`config.mk`:
```
export PLATFORM = sky130hd
export DESIGN_NAME = uart9_core
export DESIGN_NICKNAME = d
export VERILOG_FILES = /design/src/rtl/uart9_pkg.sv /design/src/rtl/uart9_tick.sv /design/src/rtl/uart9_tx.sv /design/src/rtl/uart9_rx.sv /design/src/rtl/uart9_core.sv
export SDC_FILE = /design/constraint.sdc
export NUM_CORES = 1
export LEC_CHECK = 0
export ABC_AREA = 1
export BUFFER_PORTS_ARGS = -buffer_cell sky130_fd_sc_hd__buf_2
export CAP_MARGIN = 20
export CORE_ASPECT_RATIO = 1.2
export CORE_MARGIN = 2
export CORE_UTILIZATION = 40
export DETAILED_ROUTE_END_ITERATION = 10
export REMOVE_ABC_BUFFERS = 1
export SLEW_MARGIN = 10
export SYNTH_ARGS = -nofsm -noshare
export SYNTH_HDL_FRONTEND = slang
export SYNTH_SLANG_ARGS = --single-unit
```
`constraint.sdc`:
```
create_clock -name clk -period 4.5 [get_ports clk]
set_input_delay 0.45 -clock clk [delete_from_list [all_inputs] [get_ports clk]]
set_output_delay 0.45 -clock clk [all_outputs]
set_load 0.005 [all_outputs]
```
`src/rtl/uart9_pkg.sv`:
```
package uart9_pkg;
    typedef enum logic [1:0] {
        MD_OFF = 2'b00,
        MD_V8  = 2'b01,
        MD_F9  = 2'b10,
        MD_V9  = 2'b11
    } mode_e;

    typedef enum logic {
        RX_IDLE = 1'b0,
        RX_RUN  = 1'b1
    } rx_st_e;

    localparam logic [2:0] A_CTRL  = 3'd0;
    localparam logic [2:0] A_DATA  = 3'd1;
    localparam logic [2:0] A_STAT  = 3'd2;
    localparam logic [2:0] A_DIVLO = 3'd3;
    localparam logic [2:0] A_DIVHI = 3'd4;
    localparam logic [2:0] A_CLK   = 3'd5;

    function automatic logic maj3(input logic a, input logic b, input logic c);
        return (a & b) | (a & c) | (b & c);
    endfunction
endpackage

```
`src/rtl/uart9_tick.sv`:
```
module uart9_tick
    import uart9_pkg::*;
#(
    parameter int DIV_W = 16
) (
    input  logic             clk,
    input  logic             rst_n,
    input  mode_e            mode,
    input  logic             dbl,
    input  logic             gen_sel,
    input  logic [DIV_W-1:0] div_val,
    input  logic             reload,
    input  logic             tmr_ovf,
    output logic             tick
);
    typedef struct packed {
        logic [DIV_W-1:0] cnt;
        logic             half;
        logic             alt;
    } tk_t;

    tk_t q, d;
    logic gen_hit, tmr_tick, fix_tick;

    always_comb begin
        d        = q;
        gen_hit  = (q.cnt == '0);
        if (reload || gen_hit) d.cnt = div_val;
        else                   d.cnt = q.cnt - 1'b1;
        if (tmr_ovf) d.half = ~q.half;
        d.alt    = ~q.alt;
        tmr_tick = tmr_ovf && (dbl || q.half);
        fix_tick = dbl || q.alt;
        case (mode)
            MD_F9:        tick = fix_tick;
            MD_V8, MD_V9: tick = gen_sel ? (gen_hit && !reload) : tmr_tick;
            default:      tick = 1'b0;
        endcase
    end

    always_ff @(posedge clk or negedge rst_n) begin
        if (!rst_n) q <= '0;
        else        q <= d;
    end

    // with halving, a tick never appears without an overflow pulse
    a_r7_tick_needs_ovf: assert property (@(posedge clk) disable iff (!rst_n)
        ((mode == MD_V8 || mode == MD_V9) && !gen_sel && !dbl && tick) |-> tmr_ovf);

    // slow fixed rate never ticks on two cycles in a row
    a_r5_fixed_slow: assert property (@(posedge clk) disable iff (!rst_n)
        (mode == MD_F9 && !dbl && tick) |=> (!tick || mode != MD_F9 || dbl));
endmodule

```
`src/rtl/uart9_tx.sv`:
```
module uart9_tx
    import uart9_pkg::*;
#(
    parameter int DATA_W = 8
) (
    input  logic              clk,
    input  logic              rst_n,
    input  logic              tick,
    input  logic              mode_on,
    input  logic              nine,
    input  logic              start,
    input  logic [DATA_W-1:0] data,
    input  logic              bit9,
    output logic              txd,
    output logic              busy,
    output logic              done
);
    localparam int FRAME_W = DATA_W + 3;
    localparam int CNT_W   = $clog2(FRAME_W + 1);

    typedef struct packed {
        logic               busy;
        logic [FRAME_W-1:0] sh;
        logic [CNT_W-1:0]   bitn;
        logic [3:0]         sub;
        logic               txd;
        logic               done;
    } tx_t;

    tx_t q, d;
    logic [CNT_W-1:0] last;

    always_comb begin
        d      = q;
        d.done = 1'b0;
        last   = nine ? CNT_W'(FRAME_W - 1) : CNT_W'(FRAME_W - 2);
        if (!mode_on) begin
            d.busy = 1'b0;
            d.txd  = 1'b1;
        end else if (!q.busy) begin
            d.txd = 1'b1;
            if (start) begin
                d.busy = 1'b1;
                d.sh   = {1'b1, nine ? bit9 : 1'b1, data, 1'b0};
                d.bitn = '0;
                d.sub  = '0;
                d.txd  = 1'b0;
            end
        end else if (tick) begin
            d.sub = q.sub + 1'b1;
            if (q.sub == 4'd15) begin
                if (q.bitn == last) begin
                    d.busy = 1'b0;
                    d.done = 1'b1;
                    d.txd  = 1'b1;
                end else begin
                    d.bitn = q.bitn + 1'b1;
                    d.sh   = {1'b1, q.sh[FRAME_W-1:1]};
                    d.txd  = q.sh[1];
                end
            end
        end
    end

    always_ff @(posedge clk or negedge rst_n) begin
        if (!rst_n) q <= '{busy: 1'b0, sh: '1, bitn: '0, sub: '0, txd: 1'b1, done: 1'b0};
        else        q <= d;
    end

    assign txd  = q.txd;
    assign busy = q.busy;
    assign done = q.done;

    // a frame opens with the start level on the line
    a_r1_start_low: assert property (@(posedge clk) disable iff (!rst_n)
        $rose(q.busy) |-> (q.txd == 1'b0));

    // a frame that ends normally raises the completion pulse
    a_r8_done_at_end: assert property (@(posedge clk) disable iff (!rst_n)
        ($fell(q.busy) && $past(mode_on)) |-> q.done);
endmodule

```
`src/rtl/uart9_rx.sv`:
```
module uart9_rx
    import uart9_pkg::*;
#(
    parameter int DATA_W = 8
) (
    input  logic              clk,
    input  logic              rst_n,
    input  logic              tick,
    input  logic              mode_on,
    input  logic              nine,
    input  logic              rxd,
    output logic              done,
    output logic [DATA_W-1:0] data,
    output logic              bit9,
    output logic              fe
);
    localparam int SH_W  = DATA_W + 1;
    localparam int CNT_W = $clog2(DATA_W + 4);

    typedef struct packed {
        rx_st_e            st;
        logic              prev;
        logic [3:0]        sub;
        logic [CNT_W-1:0]  bitn;
        logic              s7;
        logic              s8;
        logic [SH_W-1:0]   sh;
        logic [DATA_W-1:0] data;
        logic              bit9;
        logic              fe;
        logic              done;
    } rx_t;

    rx_t q, d;
    logic v;
    logic [CNT_W-1:0] last;

    always_comb begin
        d      = q;
        d.done = 1'b0;
        d.prev = rxd;
        v      = maj3(q.s7, q.s8, rxd);
        last   = nine ? CNT_W'(DATA_W + 2) : CNT_W'(DATA_W + 1);
        if (!mode_on) begin
            d.st = RX_IDLE;
        end else if (q.st == RX_IDLE) begin
            if (q.prev && !rxd) begin
                d.st   = RX_RUN;
                d.sub  = '0;
                d.bitn = '0;
            end
        end else if (tick) begin
            d.sub = q.sub + 1'b1;
            if (q.sub == 4'd7) d.s7 = rxd;
            if (q.sub == 4'd8) d.s8 = rxd;
            if (q.sub == 4'd9) begin
                if (q.bitn == '0) begin
                    if (v) d.st = RX_IDLE;
                end else if (q.bitn == last) begin
                    d.st   = RX_IDLE;
                    d.done = 1'b1;
                    d.fe   = !v;
                    d.data = nine ? q.sh[DATA_W-1:0] : q.sh[SH_W-1:1];
                    d.bit9 = nine ? q.sh[SH_W-1] : v;
                end else begin
                    d.sh = {v, q.sh[SH_W-1:1]};
                end
            end
            if (q.sub == 4'd15) d.bitn = q.bitn + 1'b1;
        end
    end

    always_ff @(posedge clk or negedge rst_n) begin
        if (!rst_n) q <= '{st: RX_IDLE, prev: 1'b1, sub: '0, bitn: '0, s7: 1'b1, s8: 1'b1,
                           sh: '0, data: '0, bit9: 1'b0, fe: 1'b0, done: 1'b0};
        else        q <= d;
    end

    assign done = q.done;
    assign data = q.data;
    assign bit9 = q.bit9;
    assign fe   = q.fe;

    // delivering a character always returns the receiver to idle
    a_r3_done_idle: assert property (@(posedge clk) disable iff (!rst_n)
        q.done |-> (q.st == RX_IDLE));

    // a rejected start never produces a character in the same cycle
    a_r11_false_start: assert property (@(posedge clk) disable iff (!rst_n)
        ($past(q.st == RX_RUN && q.bitn == '0) && q.st == RX_IDLE) |-> !q.done);
endmodule

```
`src/rtl/uart9_core.sv`:
```
module uart9_core
    import uart9_pkg::*;
#(
    parameter int BYTE_W = 8,
    parameter int ADDR_W = 3
) (
    input  logic              clk,
    input  logic              rst_n,
    input  logic              wr_en,
    input  logic [ADDR_W-1:0] wr_addr,
    input  logic [BYTE_W-1:0] wr_data,
    input  logic [ADDR_W-1:0] rd_addr,
    output logic [BYTE_W-1:0] rd_data,
    input  logic              tmr_ovf,
    input  logic              rxd,
    output logic              txd
);
    localparam int DIV_W  = 2 * BYTE_W;
    localparam int SYNC_N = 2;

    typedef struct packed {
        mode_e             mode;
        logic              tx9;
        logic              rx9;
        logic              txdone;
        logic              rxdone;
        logic              fe;
        logic [BYTE_W-1:0] rxbuf;
        logic [BYTE_W-1:0] txbyte;
        logic              txgo;
        logic [BYTE_W-1:0] divlo;
        logic [BYTE_W-1:0] divhi;
        logic              reload;
        logic              dbl;
        logic              remap;
        logic              gsel;
        logic [SYNC_N-1:0] sync;
    } reg_t;

    reg_t q, d;
    logic tick, mode_on, nine, tx_busy, tx_done, rx_done, rx_bit9, rx_fe;
    logic [BYTE_W-1:0] rx_byte;

    assign mode_on = (q.mode != MD_OFF);
    assign nine    = (q.mode == MD_F9) || (q.mode == MD_V9);

    always_comb begin
        d        = q;
        d.txgo   = 1'b0;
        d.reload = 1'b0;
        d.sync   = {q.sync[SYNC_N-2:0], rxd};
        if (wr_en) begin
            case (wr_addr)
                A_CTRL: begin
                    if (q.remap) begin
                        if (!wr_data[7]) d.fe = 1'b0;
                    end else begin
                        d.mode = mode_e'({wr_data[7], q.mode[0]});
                    end
                    d.mode = mode_e'({d.mode[1], wr_data[6]});
                    d.tx9  = wr_data[3];
                    if (!wr_data[1]) d.txdone = 1'b0;
                    if (!wr_data[0]) d.rxdone = 1'b0;
                end
                A_DATA: begin
                    d.txbyte = wr_data;
                    d.txgo   = 1'b1;
                end
                A_STAT:  if (!wr_data[0]) d.fe = 1'b0;
                A_DIVLO: begin d.divlo = wr_data; d.reload = 1'b1; end
                A_DIVHI: begin d.divhi = wr_data; d.reload = 1'b1; end
                A_CLK: begin
                    d.dbl   = wr_data[7];
                    d.remap = wr_data[6];
                    d.gsel  = wr_data[0];
                end
                default: ;
            endcase
        end
        if (tx_done) d.txdone = 1'b1;
        if (rx_done) begin
            d.rxdone = 1'b1;
            d.rxbuf  = rx_byte;
            d.rx9    = rx_bit9;
            if (rx_fe) d.fe = 1'b1;
        end
    end

    always_ff @(posedge clk or negedge rst_n) begin
        if (!rst_n) begin
            q      <= '0;
            q.sync <= '1;
        end else begin
            q <= d;
        end
    end

    always_comb begin
        case (rd_addr)
            A_CTRL:  rd_data = {q.remap ? q.fe : q.mode[1], q.mode[0], 2'b00,
                                q.tx9, q.rx9, q.txdone, q.rxdone};
            A_DATA:  rd_data = q.rxbuf;
            A_STAT:  rd_data = {{(BYTE_W-2){1'b0}}, tx_busy, q.fe};
            A_DIVLO: rd_data = q.divlo;
            A_DIVHI: rd_data = q.divhi;
            A_CLK:   rd_data = {q.dbl, q.remap, {(BYTE_W-3){1'b0}}, q.gsel};
            default: rd_data = '0;
        endcase
    end

    uart9_tick #(.DIV_W(DIV_W)) u_tick (
        .clk(clk), .rst_n(rst_n), .mode(q.mode), .dbl(q.dbl), .gen_sel(q.gsel),
        .div_val({q.divhi, q.divlo}), .reload(q.reload), .tmr_ovf(tmr_ovf), .tick(tick)
    );

    uart9_tx #(.DATA_W(BYTE_W)) u_tx (
        .clk(clk), .rst_n(rst_n), .tick(tick), .mode_on(mode_on), .nine(nine),
        .start(q.txgo), .data(q.txbyte), .bit9(q.tx9),
        .txd(txd), .busy(tx_busy), .done(tx_done)
    );

    uart9_rx #(.DATA_W(BYTE_W)) u_rx (
        .clk(clk), .rst_n(rst_n), .tick(tick), .mode_on(mode_on), .nine(nine),
        .rxd(q.sync[SYNC_N-1]), .done(rx_done), .data(rx_byte), .bit9(rx_bit9), .fe(rx_fe)
    );

    // with the port switched off the line rests high
    a_r12_off_quiet: assert property (@(posedge clk) disable iff (!rst_n)
        $past(q.mode == MD_OFF) |-> txd);

    // a received character with a bad stop leaves the error flag set
    a_r9_fe_sticky: assert property (@(posedge clk) disable iff (!rst_n)
        (rx_done && rx_fe) |=> q.fe);
endmodule

```
==> flow_summary.ini, run 1 <==
[layout]
layout_commonest_cell = nand2_1
nets = 766
fin_cells = 926
nFillCells = 1379
n_antenna_cell = 0
final_cell_mix = 216 x nand2_1, 101 x dfrtp_1, 85 x inv_1, 85 x o21ai_0, 48 x nor2_1
synthToLayoutAreaGrowth_pct = 14.5
register_area_um2 = 2950
drive_gt1_share_pct = 13.3
design_area_um2 = 6640
multi_input_area_um2 = 2400

[route]
avgViaCountPerCell = 5.05
vias = 4680
drc = 0
routed_wirelength_um = 13200
drtIter0Drc = 378
wl_per_cell_um = 14.3
final_antenna_net_count = 0
drt_pre_antenna_iters = 5

[global_routing]
grt.met3_usage_pct = 5.17
grtUsageMet1_pct = 24.1
grt_start_max_net_pins = 48
grt_pass1_vias = 4593
grt_usage_pct = 18.9
antenna_found_initial = 0
overflow = 0
busiest_layer = met2
grt_pass1_wl_um = 22600
globalRouteMet2Util_pct = 30.1

[die]
die_width_um = 114
die_y_um = 136
die_area_um2 = 15500
io_pins = 28
start_util_pct = 40.6
coreArea_um2 = 14300
rows = 48

[clock_network]
cts_buffer_depth = 2
cts-root-buf = clkbuf_16
clkTransAtPathRegs_ns = 0.05
post_cts_buffers = 0
cts_max_level = 4
clkLatencyLatePin_ns = 0.42
cts_hold_buffers = 0
cts.sinks = 117
tritoncts = built
ctsResizeCount = 0
numCtsBuffers = 17

[timing]
period_needed_ns = 2.54
min_period_over_period_pct = 56.4
finalSetupTns_ns = 0
setup_violations = 0
hold_viol = 0
fmax_mhz = 394
timing.slew.headroom_pct = 57.3
slew_violations = 0
finalWorstSetupSlack_ns = 1.96
rsz0062_at_grt = false
fin_skew_ns = 0.0168
worst_pin_slew_ns = 0.641

[worst_setup_path]
start_kind = flip-flop
critPathCaptureType = primary output
crit_arrival_ns = 2.09
critical_path_class = reg -> out
required_ns = 4.05
worst-path-max-fanout = 21

[power_and_ir_drop]
power_leakage_nw = 3.17
power_density_nw_per_um2 = 508
ir_drop_uv = 288

[synthesis]
synthCells = 712
synth_edf_count = 0
syn_avg_cell_area_um2 = 8.14
async_flop_share_pct = 100
synth_top_area_cell = dfrtp_1
synth_area_um2 = 5800
synth_top_area_share_pct = 43.6
ys_warn_count = 0
yosysUniqueCellTypes = 40
synth-seq-cells = 117
yosysSeqAreaShare_pct = 50.9
synth_area_leaders = dfrtp_1 44%, nand2_1 14%, o21ai_0 7.3%, dfstp_2 7.3%, inv_1 5.5%
synth_flop_cell = dfrtp_1

[run_status]
outcome = finished clean

[job]
max_cap_violations = 0

[placement]
place_area_um2 = 6040
portBuffers = 27
dp_hpwl_um = 9500
gp_congestion = 0.863
post-place-cells = 894
dp_slack_ns = 2.16

[worst_hold_path]
hp-class = in -> async
==> routing by layer <==
metal / up-vias / wire [um]
met2: 127 / 6300
met4: 0 / 338
met3: 24 / 593
met5: - / 0
li1: 2346 / -
met1: 2183 / 5990
==> power by group <==
group / switching, W / leakage, nW / internal (W)
Clock: 0.000482 / 0.288 / 0.000855
Sequential: 0.000178 / 1.49 / 0.00123
Combinational: 0.000407 / 1.39 / 0.000223
==> through the flow <==
stage                     utilization [%]  hold WS, ns  total power [W]
final                                46.5       0.0208          0.00337
after global routing                 46.5       0.0604          0.00357
after CTS                            46.5       0.0380          0.00340
after detailed placement             42.3        0.347          0.00204
after global placement               42.3        0.345          0.00202
after floorplan                         -        0.154          0.00182
==> worst max-delay path: stages, from the launching register on <==
cell and delay, ns:
dfrtp_1 0.61, inv_1 0.36, o21ai_0 0.14, a221oi_1 0.28
nand3_1 0.12, buf_2 0.15
==> sequential cells by signal, indices dropped and copies added (netlist names) <==
register / cells
d: 1
q: 45
u_rx.bit9: 1
u_rx.data: 8
u_rx.done: 1
u_rx.fe: 1
u_rx.q: 21
u_tick.q: 18
u_tx.busy: 1
u_tx.done: 1
u_tx.q: 18
u_tx.txd: 1
==> final timing paths <==
kind / start / endpoint / slack [ns] / cells past startpoint
max: q[45] / rd_data[7] / 1.96 / 5
min: rst_n / u_rx.done / 0.02 / 1
max reg2reg: q[45] / u_rx.data[2] / 2.13 / 6
min reg2reg: d[1] / q[1] / 0.36 / 0
max in group asynchronous: rst_n / q[25] / 3.46 / 2
min in group clk: rxd / d[1] / 0.13 / 1
==> Yosys cell counts, types with 2 or more instances <==
library cell	count
xnor2_1	5
xor2_1	13
ha_1	9
nor2_1	48
buf_6	4
o31ai_1	3
nor2_2	2
a21oi_1	9
nand4_1	14
o21ai_0	85
dfstp_2	16
buf_4	2
clkbuf_1	12
o21ai_2	9
nand2_1	216
nand2_4	4
a221o_1	2
inv_1	85
a31oi_1	3
nand3_1	27
o221ai_1	2
dfrtp_1	101
a221oi_1	2
buf_2	3
nor2_4	2
nand3_2	3
nor3_1	11
o21ai_1	8
==> layout make-up <==
class	instances	share of cell area [%]
sequential	117	44.4
multi-input combinational	486	36.1
clock buffer	20	7.03
inverter	87	4.92
tap	175	3.30
timing repair buffer	29	2.30
clock inverter	12	1.94
==> cells by family after synthesis <==
group,share of synthesized area (%)
AOI/OAI and AO/OA,12.5
buffers and inverters,7.77
and+or+nand+nor,24.2
adders and majority gates,1.94
DFF,50.9
xor gates and xnor gates,2.72
(Power assumes the default switching activity.)
==> inputs of run 2 (changes only) <==
Settings changed: ABC_AREA 1 to 0.
Clock period 4.5 ns to 2.4 ns, I/O delays scaled along.
==> flow_summary.ini, run 2 <==
[run_status]
outcome = finished clean

[die]
die_y_um = 139
coreArea_um2 = 14900
die_area_um2 = 16200
start_util_pct = 40.8
die_width_um = 116
rows = 49
io_pins = 28

[clock_network]
tritoncts = built
clkTransAtPathRegs_ns = 0.05
cts.sinks = 117
post_cts_buffers = 0
cts-root-buf = clkbuf_16
clkLatencyLatePin_ns = 0.43
cts_max_level = 4
cts_buffer_depth = 2
numCtsBuffers = 17

[route]
drc = 0
vias = 4493
drt_pre_antenna_iters = 5
routed_wirelength_um = 14100
avgViaCountPerCell = 5.54
wl_per_cell_um = 17.4
drtIter0Drc = 353
final_antenna_net_count = 0

[worst_setup_path]
crit-reg2reg-launch = u_tick.q[2]
rr_endpoint = u_rx.q[21]
startpoint = u_tick.q[2]
worstSetupEndpoint = u_rx.q[21]
start_kind = flip-flop
crit_arrival_ns = 2.57
r2r_cells = 7
critPathCaptureType = flip-flop
worst-path-max-fanout = 5
critical_path_class = reg -> reg
regToRegSetupSlack_ns = 0.17
required_ns = 2.74

[layout]
multi_input_area_um2 = 2970
post-route-util_pct = 47.7
top_regs = q x45, u_rx.q x21
synthToLayoutAreaGrowth_pct = 17.0
nFillCells = 1370
drive_gt1_share_pct = 28.2
largest_register = q
register_area_um2 = 2950
largest_register_ff_count = 45
fin_cells = 811
nets = 622
n_antenna_cell = 0
layout_commonest_cell = dfrtp_1
final_cell_mix = 101 x dfrtp_1, 61 x mux2_2, 46 x nand2_1

[synthesis]
ys_warn_count = 0
synth_xor_area_share_pct = 2.02
synth_area_um2 = 6070
synth_top_area_cell = dfrtp_1
synthCells = 557
async_flop_share_pct = 100
synth_area_leaders = dfrtp_1 42%, mux2_2 11%, dfstp_2 6.9%, o21ai_0 2.9%, nand2_1 2.8%
synth_compound_area_share_pct = 13.7
syn_avg_cell_area_um2 = 10.9
synth_common_cells = 101 x dfrtp_1, 61 x mux2_2, 46 x nand2_1
synth_simple_gate_area_share_pct = 15.7
yosysSeqAreaShare_pct = 48.5
synth_edf_count = 0
synth_most_common_cell = dfrtp_1
synth-seq-cells = 117
muxShareOfSynthArea_pct = 15.4
synth_flop_cell = dfrtp_1
synth_top_area_share_pct = 41.6
synth_fa_ha_area_share_pct = 1.85
yosysUniqueCellTypes = 66
synth_top_family_by_area = simple AND/OR/NAND/NOR gates

[placement]
post-place-cells = 777
dp_slack_ns = 0.0923
portBuffers = 27
dp_hpwl_um = 9920
gp_congestion = 0.828

[timing]
min_period_over_period_pct = 92.8
fmax_mhz = 449
period_needed_ns = 2.23
slew_violations = 0
worst_pin_slew_ns = 0.635
fin_skew_ns = 0.0108
timing.slew.headroom_pct = 57.7
setup_violations = 0
finalWorstSetupSlack_ns = 0.174
hold_viol = 0
rsz0062_at_grt = false

[power_and_ir_drop]
finalPower_w = 0.00715
power_leakage_nw = 3.04
power_density_nw_per_um2 = 1010
ir_drop_uv = 416

[global_routing]
grt_start_max_net_pins = 60
antenna_found_initial = 0
overflow = 0
grt_usage_pct = 18.9
grt_pass1_vias = 4623
grt_pass1_wl_um = 24000

[job]
max_cap_violations = 0

[worst_hold_path]
hp-class = in -> reg
run 2: repair_timing:
| action | 4_1_cts | 5_1_grt |
|---|---|---|
| hold buffers | 2 | 0 |
| resized for setup | 0 | 2 |
| endpoints found under the hold margin | 26 | 0 |
| setup endpoints to repair | 0 | 2 |
run 2: kinds of logic after synthesis:
kind of cell / after synthesis
simple gates: 164
compound gates: 125
flops: 117
mux: 84
buf+inv: 44
xor+xnor: 14
fa+ha+maj: 9
run 2: cell type report:
cell class	count	share of cell area (%)
timing repair buffer	50	4.67
clock inverter	15	1.88
sequential	117	41.5
inverter	12	0.634
tap	204	3.59
multi-input combinational	396	41.7
clock buffer	17	5.99
run 2: worst max-delay path: stages, from the launching register on:
cell	delay [ns]
dfrtp_1	0.40
inv_1	0.10
ha_1	0.16
nor4b_4	0.23
nand4_4	0.21
o21a_4	0.27
or4_4	0.48
mux2_4	0.31
run 2: worst min-delay path by stage:
stage                 start     endpoint  slack, ns  cells past startpoint
detailed placement    rst_n   u_rx.q[24]       0.26                      1
CTS                 tmr_ovf  u_tick.q[1]       0.03                      2
global placement      rst_n   u_rx.q[24]       0.26                      1
floorplan             rst_n        q[10]      -0.06                      0
finish              tmr_ovf  u_tick.q[1]       0.04                      2
global route        tmr_ovf  u_tick.q[1]       0.03                      2
run 2: through the flow:
stage	cell area, um^2	hold slack (ns)	TNS [ns]
after CTS	7100	0.0320	0
after detailed placement	6520	0.264	0
after global placement	6520	0.256	0
final	7100	0.0363	0
after floorplan	5950	-0.0556	-0.231
after global routing	7100	0.0328	0
run 2: metal layers:
metal	up-vias	global-route usage (%)	share of wire, %
met1	2238	24.5	44
met2	97	30.4	50
met4	0	6.95	2.0
met5	-	0	0
met3	22	4.98	4.1
li1	2136	-	-
run 2: power breakdown:
| group | switching, W | internal (W) | leakage, nW |
|---|---|---|---|
| sequential | 0.000559 | 0.00248 | 1.47 |
| combinational | 0.000881 | 0.000843 | 1.32 |
| clock | 0.000961 | 0.00142 | 0.246 |
==> inputs of run 3 (changes only) <==
Clock period 2.4 ns to 2.2 ns, I/O delays scaled along.
==> flow_summary.ini, run 3 (same netlist as run 2, synthesis figures left out) <==
[route]
drt_pre_antenna_iters = 4
vias = 4541
final_antenna_net_count = 0
wl_per_cell_um = 17.5
avgViaCountPerCell = 5.49
routed_wirelength_um = 14500
drc = 0
drtIter0Drc = 230

[layout]
nets = 638
top_regs = q x45, u_rx.q x21
nFillCells = 1361
final_cell_mix = 101 x dfrtp_1, 61 x mux2_2, 46 x nand2_1
synthToLayoutAreaGrowth_pct = 21.6
n_antenna_cell = 0
fin_cells = 827
largest_register = q
design_area_um2 = 7380
multi_input_area_um2 = 3050
register_area_um2 = 2950
largest_register_ff_count = 45
layout_commonest_cell = dfrtp_1
drive_gt1_share_pct = 31.6

[die]
rows = 49
io_pins = 28
die_y_um = 139
die_area_um2 = 16200
coreArea_um2 = 14900
die_width_um = 116
start_util_pct = 40.8

[timing]
fin_skew_ns = 0.00772
period_needed_ns = 2.19
rsz0062_at_grt = true
worst_pin_slew_ns = 0.652
setup_violations = 0
hold_viol = 0
finalWorstSetupSlack_ns = 0.0105
timing.slew.headroom_pct = 56.6
fmax_mhz = 457
min_period_over_period_pct = 99.5
slew_violations = 0
finalSetupTns_ns = 0

[job]
max_cap_violations = 0

[global_routing]
grt_pass1_vias = 4710
grt_usage_pct = 19.3
grt_pass1_wl_um = 24400
overflow = 0
antenna_found_initial = 0
grt_start_max_net_pins = 118

[worst_setup_path]
crit_arrival_ns = 2.53
r2r_cells = 5
required_ns = 2.54
critical_path_class = reg -> reg
start_kind = flip-flop
worst-path-max-fanout = 5
critPathCaptureType = flip-flop
regToRegSetupSlack_ns = 0.01

[clock_network]
numCtsBuffers = 17
clkLatencyLatePin_ns = 0.42
clkTransAtPathRegs_ns = 0.05
tritoncts = built
cts_buffer_depth = 2
cts.sinks = 117
cts-root-buf = clkbuf_16
cts_max_level = 4

[power_and_ir_drop]
p_sw_w = 0.00263
pwr-share-comb_pct = 26.2
power_leakage_nw = 3.20
p_int_w = 0.00569
power_density_nw_per_um2 = 1130
ir_drop_uv = 577
pwr-share-seq_pct = 39.5
switching_share_pct = 31.6
p_clk_share_pct = 34.3

[placement]
dp_hpwl_um = 9900
dp_slack_ns = 0.0259
post-place-cells = 788
gp_congestion = 0.828
portBuffers = 27
place_area_um2 = 6600

[worst_hold_path]
whs_path_depth = 2
hp-class = in -> reg

[run_status]
outcome = finished clean
==> run 3: path summary, 6_finish.rpt <==
path | startpoint | end
max | u_tick.q[14] | u_rx.q[21]
min in group asynchronous | rst_n | u_rx.q[25]
max in group asynchronous | rst_n | q[26]
min reg2reg | d[1] | q[1]
min | tmr_ovf | u_tick.q[1]
max reg2reg | u_tick.q[14] | u_rx.q[21]
==> run 3: layout make-up <==
class	count	area share, %
clock buffer	23	6.61
clock inverter	9	1.70
inverter	12	0.610
multi-input combinational	396	41.4
sequential	117	39.9
tap	204	3.46
timing repair buffer	66	6.31
==> run 3: power by group through the flow <==
stage / clock, W / sequential [W] / combinational, W
after floorplan: 0 / 0.00321 / 0.00131
after global placement: 0 / 0.00325 / 0.00197
after detailed placement: 0 / 0.00329 / 0.00204
after CTS: 0.00291 / 0.00326 / 0.00206
after global routing: 0.00301 / 0.00336 / 0.00243
final: 0.00285 / 0.00328 / 0.00218
==> run 3: per-layer routing <==
metal / vias to the layer above / track usage [%] / wire length (um)
met2: 92 / 31.1 / 7390
met3: 16 / 5.24 / 529
li1: 2167 / - / -
met4: 0 / 7.33 / 276
met1: 2266 / 24.6 / 6260
met5: - / 0 / 0
==> run 3: critical path, stage by stage (launching register included) <==
cell and delay [ns]:
dfrtp_1 0.42, nor4_4 0.41, nand4_4 0.23, o21a_4 0.27
or4_4 0.48, mux2_4 0.30
==> run 3: metrics by stage <==
stage	utilization [%]	power [W]	hold WS, ns
detailed placement	44.3	0.00533	0.329
floorplan	-	0.00452	-0.0756
global route	49.5	0.00880	0.0321
CTS	48.6	0.00823	0.0171
finish	49.5	0.00832	0.0356
global placement	44.3	0.00522	0.328
==> run 3: what timing repair did <==
action / in CTS / in global routing
resized for setup: 0 / 24
hold buffers: 2 / 0
setup endpoints to repair: 0 / 39
endpoints found under the hold margin: 102 / 0
setup buffers: 0 / 4
